--- src/rtl/eag_pkg.sv ---
package eag_pkg;
  typedef enum logic [1:0] {ST_IDLE = 2'd0, ST_REQ = 2'd1, ST_WAIT = 2'd2} eag_state_e;

  typedef enum logic [1:0] {
    DT_BYTE = 2'd0, DT_HALF = 2'd1, DT_WORD = 2'd2, DT_DOUBLE = 2'd3
  } eag_dtype_e;

  typedef struct packed {
    logic       alt;
    logic [1:0] dtype;
    logic       err;
  } eag_ctx_t;

  // index low bits vs operand size
  function automatic logic misaligned(input logic [2:0] low, input logic [1:0] dt);
    logic [2:0] mask;
    mask = 3'((4'd1 << dt) - 4'd1);
    return |(low & mask);
  endfunction
endpackage

--- src/rtl/eag_regsel.sv ---
module eag_regsel #(
  parameter int FLD_W = 3,
  localparam int RN_W = FLD_W + 2
) (
  input  logic             alt,
  input  logic [FLD_W-1:0] idx,
  input  logic [FLD_W-1:0] base,
  output logic [RN_W-1:0]  idx_reg,
  output logic [RN_W-1:0]  base_reg,
  output logic             is_array
);
  // normal bases: 24..31, 12-bit bases: 16..23; field 0 gives the table pointer
  assign idx_reg  = {2'b00, idx};
  assign base_reg = {1'b1, ~alt, base};
  assign is_array = (base == '0);
endmodule

--- src/rtl/eag_math.sv ---
module eag_math #(
  parameter int AW = 32
) (
  input  logic          alt,
  input  logic [AW-1:0] basev,
  input  logic [AW-1:0] off,
  output logic [AW-1:0] addr,
  output logic          nyb
);
  logic [AW:0] n_sum;

  // nybble address = 2*base + 3*off, wraps at 2^(AW+1)
  assign n_sum = {basev, 1'b0} + {1'b0, off} + {off, 1'b0};

  always_comb begin
    if (alt) begin
      addr = n_sum[AW:1];
      nyb  = n_sum[0];
    end else begin
      addr = basev + off;
      nyb  = 1'b0;
    end
  end
endmodule

--- src/rtl/eaddr_gen.sv ---
module eaddr_gen #(
  parameter int AW     = 32,
  parameter int DISP_W = 16,
  parameter int FLD_W  = 3,
  localparam int RN_W  = FLD_W + 2
) (
  input  logic              clk,
  input  logic              rst,
  input  logic              in_valid,
  output logic              in_ready,
  input  logic              in_alt,
  input  logic [FLD_W-1:0]  in_idx,
  input  logic [FLD_W-1:0]  in_base,
  input  logic [DISP_W-1:0] in_disp,
  output logic [RN_W-1:0]   rf_idx_addr,
  input  logic [AW-1:0]     rf_idx_data,
  output logic [RN_W-1:0]   rf_base_addr,
  input  logic [AW-1:0]     rf_base_data,
  output logic              tbl_req_valid,
  input  logic              tbl_req_ready,
  output logic [AW-1:0]     tbl_req_addr,
  input  logic              tbl_rsp_valid,
  input  logic [AW-1:0]     tbl_rsp_data,
  output logic              out_valid,
  input  logic              out_ready,
  output logic [AW-1:0]     out_addr,
  output logic              out_nyb,
  output logic [1:0]        out_dtype,
  output logic              out_err
);
  import eag_pkg::*;

  eag_state_e    state;
  eag_ctx_t      ctx;
  logic [AW-1:0] ctx_idx;
  logic          is_array;
  logic          accept;
  logic [AW-1:0] idx_val;
  logic [AW-1:0] disp_al;
  logic          m_alt;
  logic [AW-1:0] m_base;
  logic [AW-1:0] m_off;
  logic [AW-1:0] m_addr;
  logic          m_nyb;
  logic          mis_now;

  eag_regsel #(.FLD_W(FLD_W)) u_sel (
    .alt      (in_alt),
    .idx      (in_idx),
    .base     (in_base),
    .idx_reg  (rf_idx_addr),
    .base_reg (rf_base_addr),
    .is_array (is_array)
  );

  assign in_ready = (state == ST_IDLE) && (!out_valid || out_ready);
  assign accept   = in_valid && in_ready;
  assign idx_val  = (in_idx == '0) ? '0 : rf_idx_data;
  assign disp_al  = {{(AW-DISP_W){1'b0}}, in_disp[DISP_W-1:2], 2'b00};
  assign mis_now  = misaligned(idx_val[2:0], in_disp[1:0]);

  // one arithmetic path, shared by direct and post-table phases
  always_comb begin
    if (state == ST_WAIT) begin
      m_alt  = ctx.alt;
      m_base = tbl_rsp_data;
      m_off  = ctx_idx;
    end else begin
      m_alt  = in_alt;
      m_base = rf_base_data;
      m_off  = idx_val + disp_al;
    end
  end

  eag_math #(.AW(AW)) u_math (
    .alt   (m_alt),
    .basev (m_base),
    .off   (m_off),
    .addr  (m_addr),
    .nyb   (m_nyb)
  );

  // control with reset
  always_ff @(posedge clk) begin
    if (rst) begin
      state         <= ST_IDLE;
      out_valid     <= 1'b0;
      tbl_req_valid <= 1'b0;
    end else begin
      if (out_valid && out_ready) out_valid <= 1'b0;
      unique case (state)
        ST_IDLE: if (accept) begin
          if (is_array) begin
            tbl_req_valid <= 1'b1;
            state         <= ST_REQ;
          end else begin
            out_valid <= 1'b1;
          end
        end
        ST_REQ: if (tbl_req_ready) begin
          tbl_req_valid <= 1'b0;
          state         <= ST_WAIT;
        end
        ST_WAIT: if (tbl_rsp_valid) begin
          out_valid <= 1'b1;
          state     <= ST_IDLE;
        end
        default: state <= ST_IDLE;
      endcase
    end
  end

  // datapath registers, no reset
  always_ff @(posedge clk) begin
    if (state == ST_IDLE && accept) begin
      if (is_array) begin
        tbl_req_addr <= rf_base_data + disp_al;
        ctx_idx      <= idx_val;
        ctx.alt      <= in_alt;
        ctx.dtype    <= in_disp[1:0];
        ctx.err      <= mis_now;
      end else begin
        out_addr  <= m_addr;
        out_nyb   <= m_nyb;
        out_dtype <= in_disp[1:0];
        out_err   <= mis_now;
      end
    end else if (state == ST_WAIT && tbl_rsp_valid) begin
      out_addr  <= m_addr;
      out_nyb   <= m_nyb;
      out_dtype <= ctx.dtype;
      out_err   <= ctx.err;
    end
  end
endmodule

--- config.mk ---
export PLATFORM = sky130hd
export DESIGN_NAME = eaddr_gen
export DESIGN_NICKNAME = d
export VERILOG_FILES = /design/src/rtl/eag_pkg.sv /design/src/rtl/eag_regsel.sv /design/src/rtl/eag_math.sv /design/src/rtl/eaddr_gen.sv
export SDC_FILE = /design/constraint.sdc
export NUM_CORES = 1
export LEC_CHECK = 0
export BUFFER_PORTS_ARGS = -buffer_cell sky130_fd_sc_hd__buf_2
export CAP_MARGIN = 0
export CELL_PAD_IN_SITES_DETAIL_PLACEMENT = 0
export CELL_PAD_IN_SITES_GLOBAL_PLACEMENT = 1
export CORE_MARGIN = 2
export CORE_UTILIZATION = 25
export CTS_CLUSTER_SIZE = 40
export DETAILED_ROUTE_END_ITERATION = 8
export PLACE_DENSITY_LB_ADDON = 0.25
export SYNTH_ARGS = -nofsm -noshare
export SYNTH_HDL_FRONTEND = slang
export SYNTH_HIERARCHICAL = 1
export SYNTH_SLANG_ARGS = --single-unit
--- constraint.sdc ---
create_clock -name clk -period 8.45 [get_ports clk]
set_clock_uncertainty 0.05 [all_clocks]
set_input_delay 0.845 -clock clk [delete_from_list [all_inputs] [get_ports clk]]
set_output_delay 0.845 -clock clk [all_outputs]
set_load 0.02 [all_outputs]
## Word-level counts from Yosys, hierarchy flattened

Index checks and enable logic that the tools add are counted.

| operators by class | value |
|---|---|
| $add $sub $neg | 6 |
| equality and inequality tests | 7 |
| shifts and indexed selects | 1 |
| muxes and demuxes | 32 |
| bitwise logic cells | 2 |
| reductions and logical operators | 17 |

Operators with widths:

| operator | number |
|---|---|
| 2-to-1 mux 32 bit | 7 |
| adder 32 x 16 -> 32 bit | 2 |
| adder 33 x 32 -> 33 bit | 1 |
| adder 33 bit | 1 |
| adder 32 bit | 1 |
| 2-to-1 mux 1 bit | 15 |
| 2-to-1 mux 2 bit | 7 |
| inequality test 2 bit, second input constant | 5 |
| AND reduction 4 bit | 2 |
| logical NOT 3 bit | 2 |
| one-hot mux 2 bit (3 select lines) | 1 |
| logical AND 1 bit | 5 |
| one-hot mux 1 bit (2 select lines) | 2 |
| AND reduction 2 bit | 2 |
| nonzero test 2 bit | 2 |
| AND 3 bit | 1 |
| OR reduction 3 bit | 1 |
| left shift 1 x 2 -> 3 bit, first input constant | 1 |
| subtractor 3 x 1 -> 3 bit, second input constant | 1 |
| equality test 2 x 1 -> 1 bit, second input constant | 1 |
| equality test 2 bit, second input constant | 1 |
| logical NOT 2 bit | 1 |
| logical NOT 1 bit | 1 |
| logical OR 1 bit | 1 |
| NOT 1 bit | 1 |

| storage, ports and cells | value |
|---|---|
| register bits after elaboration | 108 |
| bits of input ports | 125 |
| output and inout bits | 81 |
| word-level logic and storage cells | 77 |

## Logic depth before layout (Yosys ltp)

| logic depth | value |
|---|---|
| depth in word-level cells | 9 |
| depth in mapped cells | 25 |
| gate-level depth less buffers | 22 |

## Modules after synthesis

The synthesis kept the hierarchy.

By module, submodules not included:

| module | instances | cells an instance | area an instance (sq um) | sequential area each (sq um) |
|---|---|---|---|---|
| eaddr_gen | 1 | 604 | 6104.6 | 3203.1 |
| eag_math | 1 | 541 | 4240.3 | 0.0 |
| eag_regsel | 1 | 13 | 88.8 | 0.0 |

## Least setup slack after synthesis

No wires, ideal clock.

| timing | value |
|---|---|
| kind | input -> register |
| start point | input port in_idx[1] |
| end point | register out_addr[31] (data pin) |
| library setup time | 261 ps |
| arrival time | 6286 ps |
| required time | 8139 ps |
| slack | 1853 ps |
| stages on the path | 25 |
| path buffers | 3 |
| path through | or3_1 clkbuf_1 clkbuf_1 clkbuf_1 and2_1 ha_1 fa_1 a21oi_1 o21ai_0 a21oi_1 o211ai_1 nand3_1 nor3_1 xnor2_1 o21ai_0 fa_1 ha_1 a21o_1 o21bai_4 and2_1 o31a_1 nand4b_1 a21o_2 a32oi_1 xnor2_1 |

| between the ends | value |
|---|---|
| word-level cells in the longest chain between the ends | 9 |
| elaborated cells between the ends (all ways) | 11 |
| classes of those cells | add/sub: 4; mux: 6; reduce/logical: 1 |

Ends and longest elaborated chain:

| what | RTL line | text |
|---|---|---|
| start: declaration | eaddr_gen.sv:12 | `input logic [FLD_W-1:0] in_idx,` |
| logical NOT 3 bit * | eaddr_gen.sv:58 | `assign idx_val = (in_idx == '0) ? '0 : rf_idx_data;` |
| 2-to-1 mux 32 bit * | eaddr_gen.sv:58 |  |
| named net idx_val[2] | eaddr_gen.sv:38 | `logic [AW-1:0] idx_val;` |
| adder 32 x 16 -> 32 bit * | eaddr_gen.sv:71 | `m_off = idx_val + disp_al;` |
| 2-to-1 mux 32 bit * | eaddr_gen.sv:64 | `if (state == ST_WAIT) begin` |
| named net m_off[24] | eaddr_gen.sv:42 | `logic [AW-1:0] m_off;` |
| adder 33 x 32 -> 33 bit | eag_math.sv:13 | `assign n_sum = {basev, 1'b0} + {1'b0, off} + {off, 1'b0};` |
| adder 33 bit | eag_math.sv:13 |  |
| 2-to-1 mux 32 bit * | eag_math.sv:16 | `if (alt) begin` |
| named net m_addr[31] | eaddr_gen.sv:43 | `logic [AW-1:0] m_addr;` |
| 2-to-1 mux 32 bit, on equally long branches | eaddr_gen.sv:128, eaddr_gen.sv:116 |  |
| 2-to-1 mux 32 bit * | eaddr_gen.sv:115 | `if (state == ST_IDLE && accept) begin` |
| end signal: assignment | eaddr_gen.sv:123 | `out_addr <= m_addr;` |
| end signal: assignment | eaddr_gen.sv:129 | `out_addr <= m_addr;` |
| end: declaration | eaddr_gen.sv:26 | `output logic [AW-1:0] out_addr,` |

Mark *: on every way through the listed nets, which the timed path passes. The rest lies on a longest branch. The select of a mux whose other input is x is not followed.
A chain may end at the register's enable or synchronous reset.

## Final worst setup path

Same ends and word-level chain as after synthesis.

==> impl_metrics.ini <==
[setup_path]
max_stage_delay_ns = 0.61
crit_family = compound AO/OA/AOI/OAI gates
cp-endpoint = out_addr[31]
crit_type = in2reg
crit_path_end_kind = flip-flop
critPathRequiredTime_ns = 8.55
cp_num_cells = 23
rr_startpoint = state[1]
regToRegSetupSlack_ns = 3.66
path_buf_inv = 1
startpoint_type = input port
cp.arrival_ns = 7.07
critPathSlowestCell = or3_1
startpoint = in_idx[1]
worst_r2r_path_depth = 13
cp_max_fo = 8
r2r-end = out_addr[29]
crit_chain = buf_2 > or3_1 > and2_1 > ha_1 > fa_1 > a21oi_1 > o21ai_0 > a21oi_1 > o211ai_1 > nand3_1 > nor3_1 > xnor2_1 > o21ai_0 > fa_1 > ha_1 > a21o_1 > o21bai_4 > and2_1 > o31a_1 > nand4b_1 > a21o_2 > a32oi_1 > xnor2_1

[synth]
synth_area_um2 = 10430
async_flop_share_pct = 0
syn_area_per_cell_um2 = 9.010
synth_seq_cells = 108
synthCells = 1158
synth_cell_types = 91
synth-main-ff-cell = edfxtp_1
seq_area_frac_synth_pct = 30.70
yosys_warnings = 6
synth_edf_count = 104

[timing]
whs_ns = 0.4451
timing_hold_violations_final = 0
period_share_pct = 82.49
period_needed_ns = 6.971
tightest_slew_ns = 0.9086
final_max_slew_viol_count = 0
fmax_ghz = 0.1435
rsz0062_at_grt = no
timing.setup.tns_ns = 0
setup_violations = 0
relSlewSlack_pct = 39.43

[clock_tree]
insertion_delay_ns = 0.40
cts_tree = yes
cts_hold_buf = 0
cts_buffer_depth = 2
cts_root_buf = clkbuf_16
ctsResizeCount = 0
clk_pin_slew_worst_paths_ns = 0.08
htree_num_levels = 3
cts_buffers = 9
cts.sinks = 108
postCtsSetupBuffers = 0

[floorplan]
fp-row-count = 74
die_area_um2 = 43380
die_y_um = 208.3
die_w_um = 208.3
initial_core_util_pct = 25.44
ios = 206
coreArea_um2 = 41020

[placement]
dp_hpwl_um = 27760
gp_congestion = 0.8348
port_buffers = 202
placed_cells_incl_taps = 1860

[power]
powerDensity_nw_per_um2 = 219.5
vdd_ir_drop_max_mv = 0.1157
finalPower_mw = 2.708
cellLeakagePower_nw = 5.142

[grt]
grt.overflow.total = 0
grt_max_degree = 70
grt_usage_pct = 15.82
grt_pass1_wl_um = 52460
antenna_found_initial = 5
first_global_vias = 8988

[detailed_routing]
wl_per_cell_um = 18.07
ant_nets = 0
dr_total_vias = 8992
drc = 0
via_per_inst = 4.786
routed_wl_um = 33960
detail_route.iter0.violations = 608
dr.pass1.iters = 4

[final_layout]
multi_input_area_um2 = 6929
area_delta_synth_final_pct = 18.24
num-nets-final = 1588
final.fill_count = 4412
layout-drive-gt1-share_pct = 20.24
register_area_um2 = 3203
layout.cells.non_filler = 1879

[job]
drv_cap = 0

[run_status]
outcome = completed

[min_path]
holdCritPathClass = reg2reg
synth_stat cells, types with 4 or more instances:
cell type | n | area, µm²
nand2_1 | 191 | 716.9
o21ai_0 | 72 | 360.4
buf_4 | 9 | 67.56
inv_1 | 39 | 146.4
mux2_2 | 5 | 56.30
clkbuf_1 | 27 | 101.4
o31a_1 | 4 | 35.03
o21ai_1 | 11 | 55.05
and3_1 | 14 | 87.58
o21bai_1 | 5 | 37.54
nand4_1 | 10 | 62.56
a31oi_1 | 14 | 87.58
a21oi_1 | 85 | 425.4
nor3_1 | 14 | 70.07
and4_1 | 4 | 35.03
nand2b_1 | 14 | 87.58
dfxtp_1 | 4 | 80.08
o31ai_1 | 4 | 30.03
a21oi_2 | 5 | 43.79
xnor2_1 | 66 | 578.1
and2_1 | 38 | 237.7
fa_1 | 35 | 700.7
a21o_1 | 25 | 187.7
or3_1 | 9 | 56.30
nor2_1 | 69 | 259.0
o21a_1 | 15 | 112.6
a211oi_1 | 12 | 90.09
nand3_1 | 26 | 130.1
nor2b_1 | 11 | 68.82
nand3b_1 | 4 | 30.03
edfxtp_1 | 104 | 3123
o211ai_1 | 6 | 45.04
xor2_1 | 34 | 297.8
ha_1 | 89 | 1114
mux2i_1 | 5 | 50.05
worst min-delay path by stage:
stage                    endpoint  cells past startpoint  slack (ns)           from
finish              tbl_req_valid                      2        0.45  tbl_req_valid
global route        tbl_req_valid                      2        0.48  tbl_req_valid
CTS                 tbl_req_valid                      2        0.45  tbl_req_valid
detailed placement  tbl_req_valid                      2        0.44  tbl_req_valid
global placement    tbl_req_valid                      2        0.43  tbl_req_valid
floorplan            out_dtype[0]                      1        0.47         ctx[1]
worst register-to-register path: cells and delay by family, from the launching register on:
kind / cells / cell delay (ns)
AO/OA/AOI/OAI: 5 / 1.60
XOR/XNOR: 1 / 0.14
adder cells (fa/ha/maj): 2 / 0.92
buffers and inverters: 1 / 0.52
flip-flops: 1 / 0.43
multiplexers: 1 / 0.08
AND/OR/NAND/NOR: 3 / 0.80
where the power goes:
part           switching, mW  leakage (nW)  total (mW)  internal (mW)
sequential            0.0142         0.996       0.693          0.679
clock                  0.236         0.155       0.500          0.264
combinational          0.912          3.99        1.51          0.603
total                   1.16          5.14        2.71           1.55
cell usage in the layout, fill, tap and decap left out, drive strengths merged, types with 4 or more instances in the layout:
cell type and n:
nor2 69, a31o 4, a21oi 91, nand2b 15, and4 4, fa 35
xnor2 66, and3 15, a21o 26, nor2b 12, buf 208, dfxtp 4
and2 40, inv 42, nand3b 4, o31a 4, clkbuf 10, o21a 15
a31oi 15, o31ai 7, or3 10, ha 89, nor3 17, mux2 6
o21ai 84, mux2i 5, edfxtp 104, nand4 10, xor2 34, o21bai 6
o211ai 9, nand2 191, nand3 27, a211oi 12
through the flow:
stage / worst slack (ns) / util [%] / area [µm²]
after global routing: 1.039 / 30.07 / 12330
after detailed placement: 1.115 / 29.27 / 12000
after CTS: 1.535 / 30.06 / 12330
after global placement: 1.148 / 29.27 / 12000
after floorplan: 1.853 / - / 10440
final: 1.479 / 30.08 / 12340
cell type report:
cell class	instances	share of cell area [%]
Multi-Input combinational cell	972	56.17
Sequential cell	108	25.96
Clock inverter	6	0.7809
Timing Repair Buffer	208	8.560
Tap cell	532	5.396
Clock buffer	10	1.856
Inverter	40	1.217
Antenna cell	3	0.06085
per-layer routing:
metal	track usage, %	vias up	wire length (µm)
met2	23.84	169	14550
met1	22.75	4250	17350
li1	-	4539	-
met3	2.566	30	1307
met5	0	-	29
met4	5.582	4	714
cells by family after synthesis:
logic type               count (synthesis)  share of synthesized area (%)
adder cells (fa/ha/maj)                124                          17.39
multiplexers                            11                          1.127
AND/OR/NAND/NOR                        427                          19.53
other                                    2                        0.07198
XOR/XNOR                               100                          8.394
AO/OA/AOI/OAI                          307                          19.61
flip-flops                             108                          30.70
buffers and inverters                   79                          3.178
registers in the layout, indices dropped and copies added, names as in the netlist:
name           count
state              2
out_err            1
tbl_req_addr      32
out_dtype          2
out_nyb            1
out_valid          1
out_addr          32
ctx_idx           32
ctx                4
tbl_req_valid      1
(Power assumes the default switching activity.)
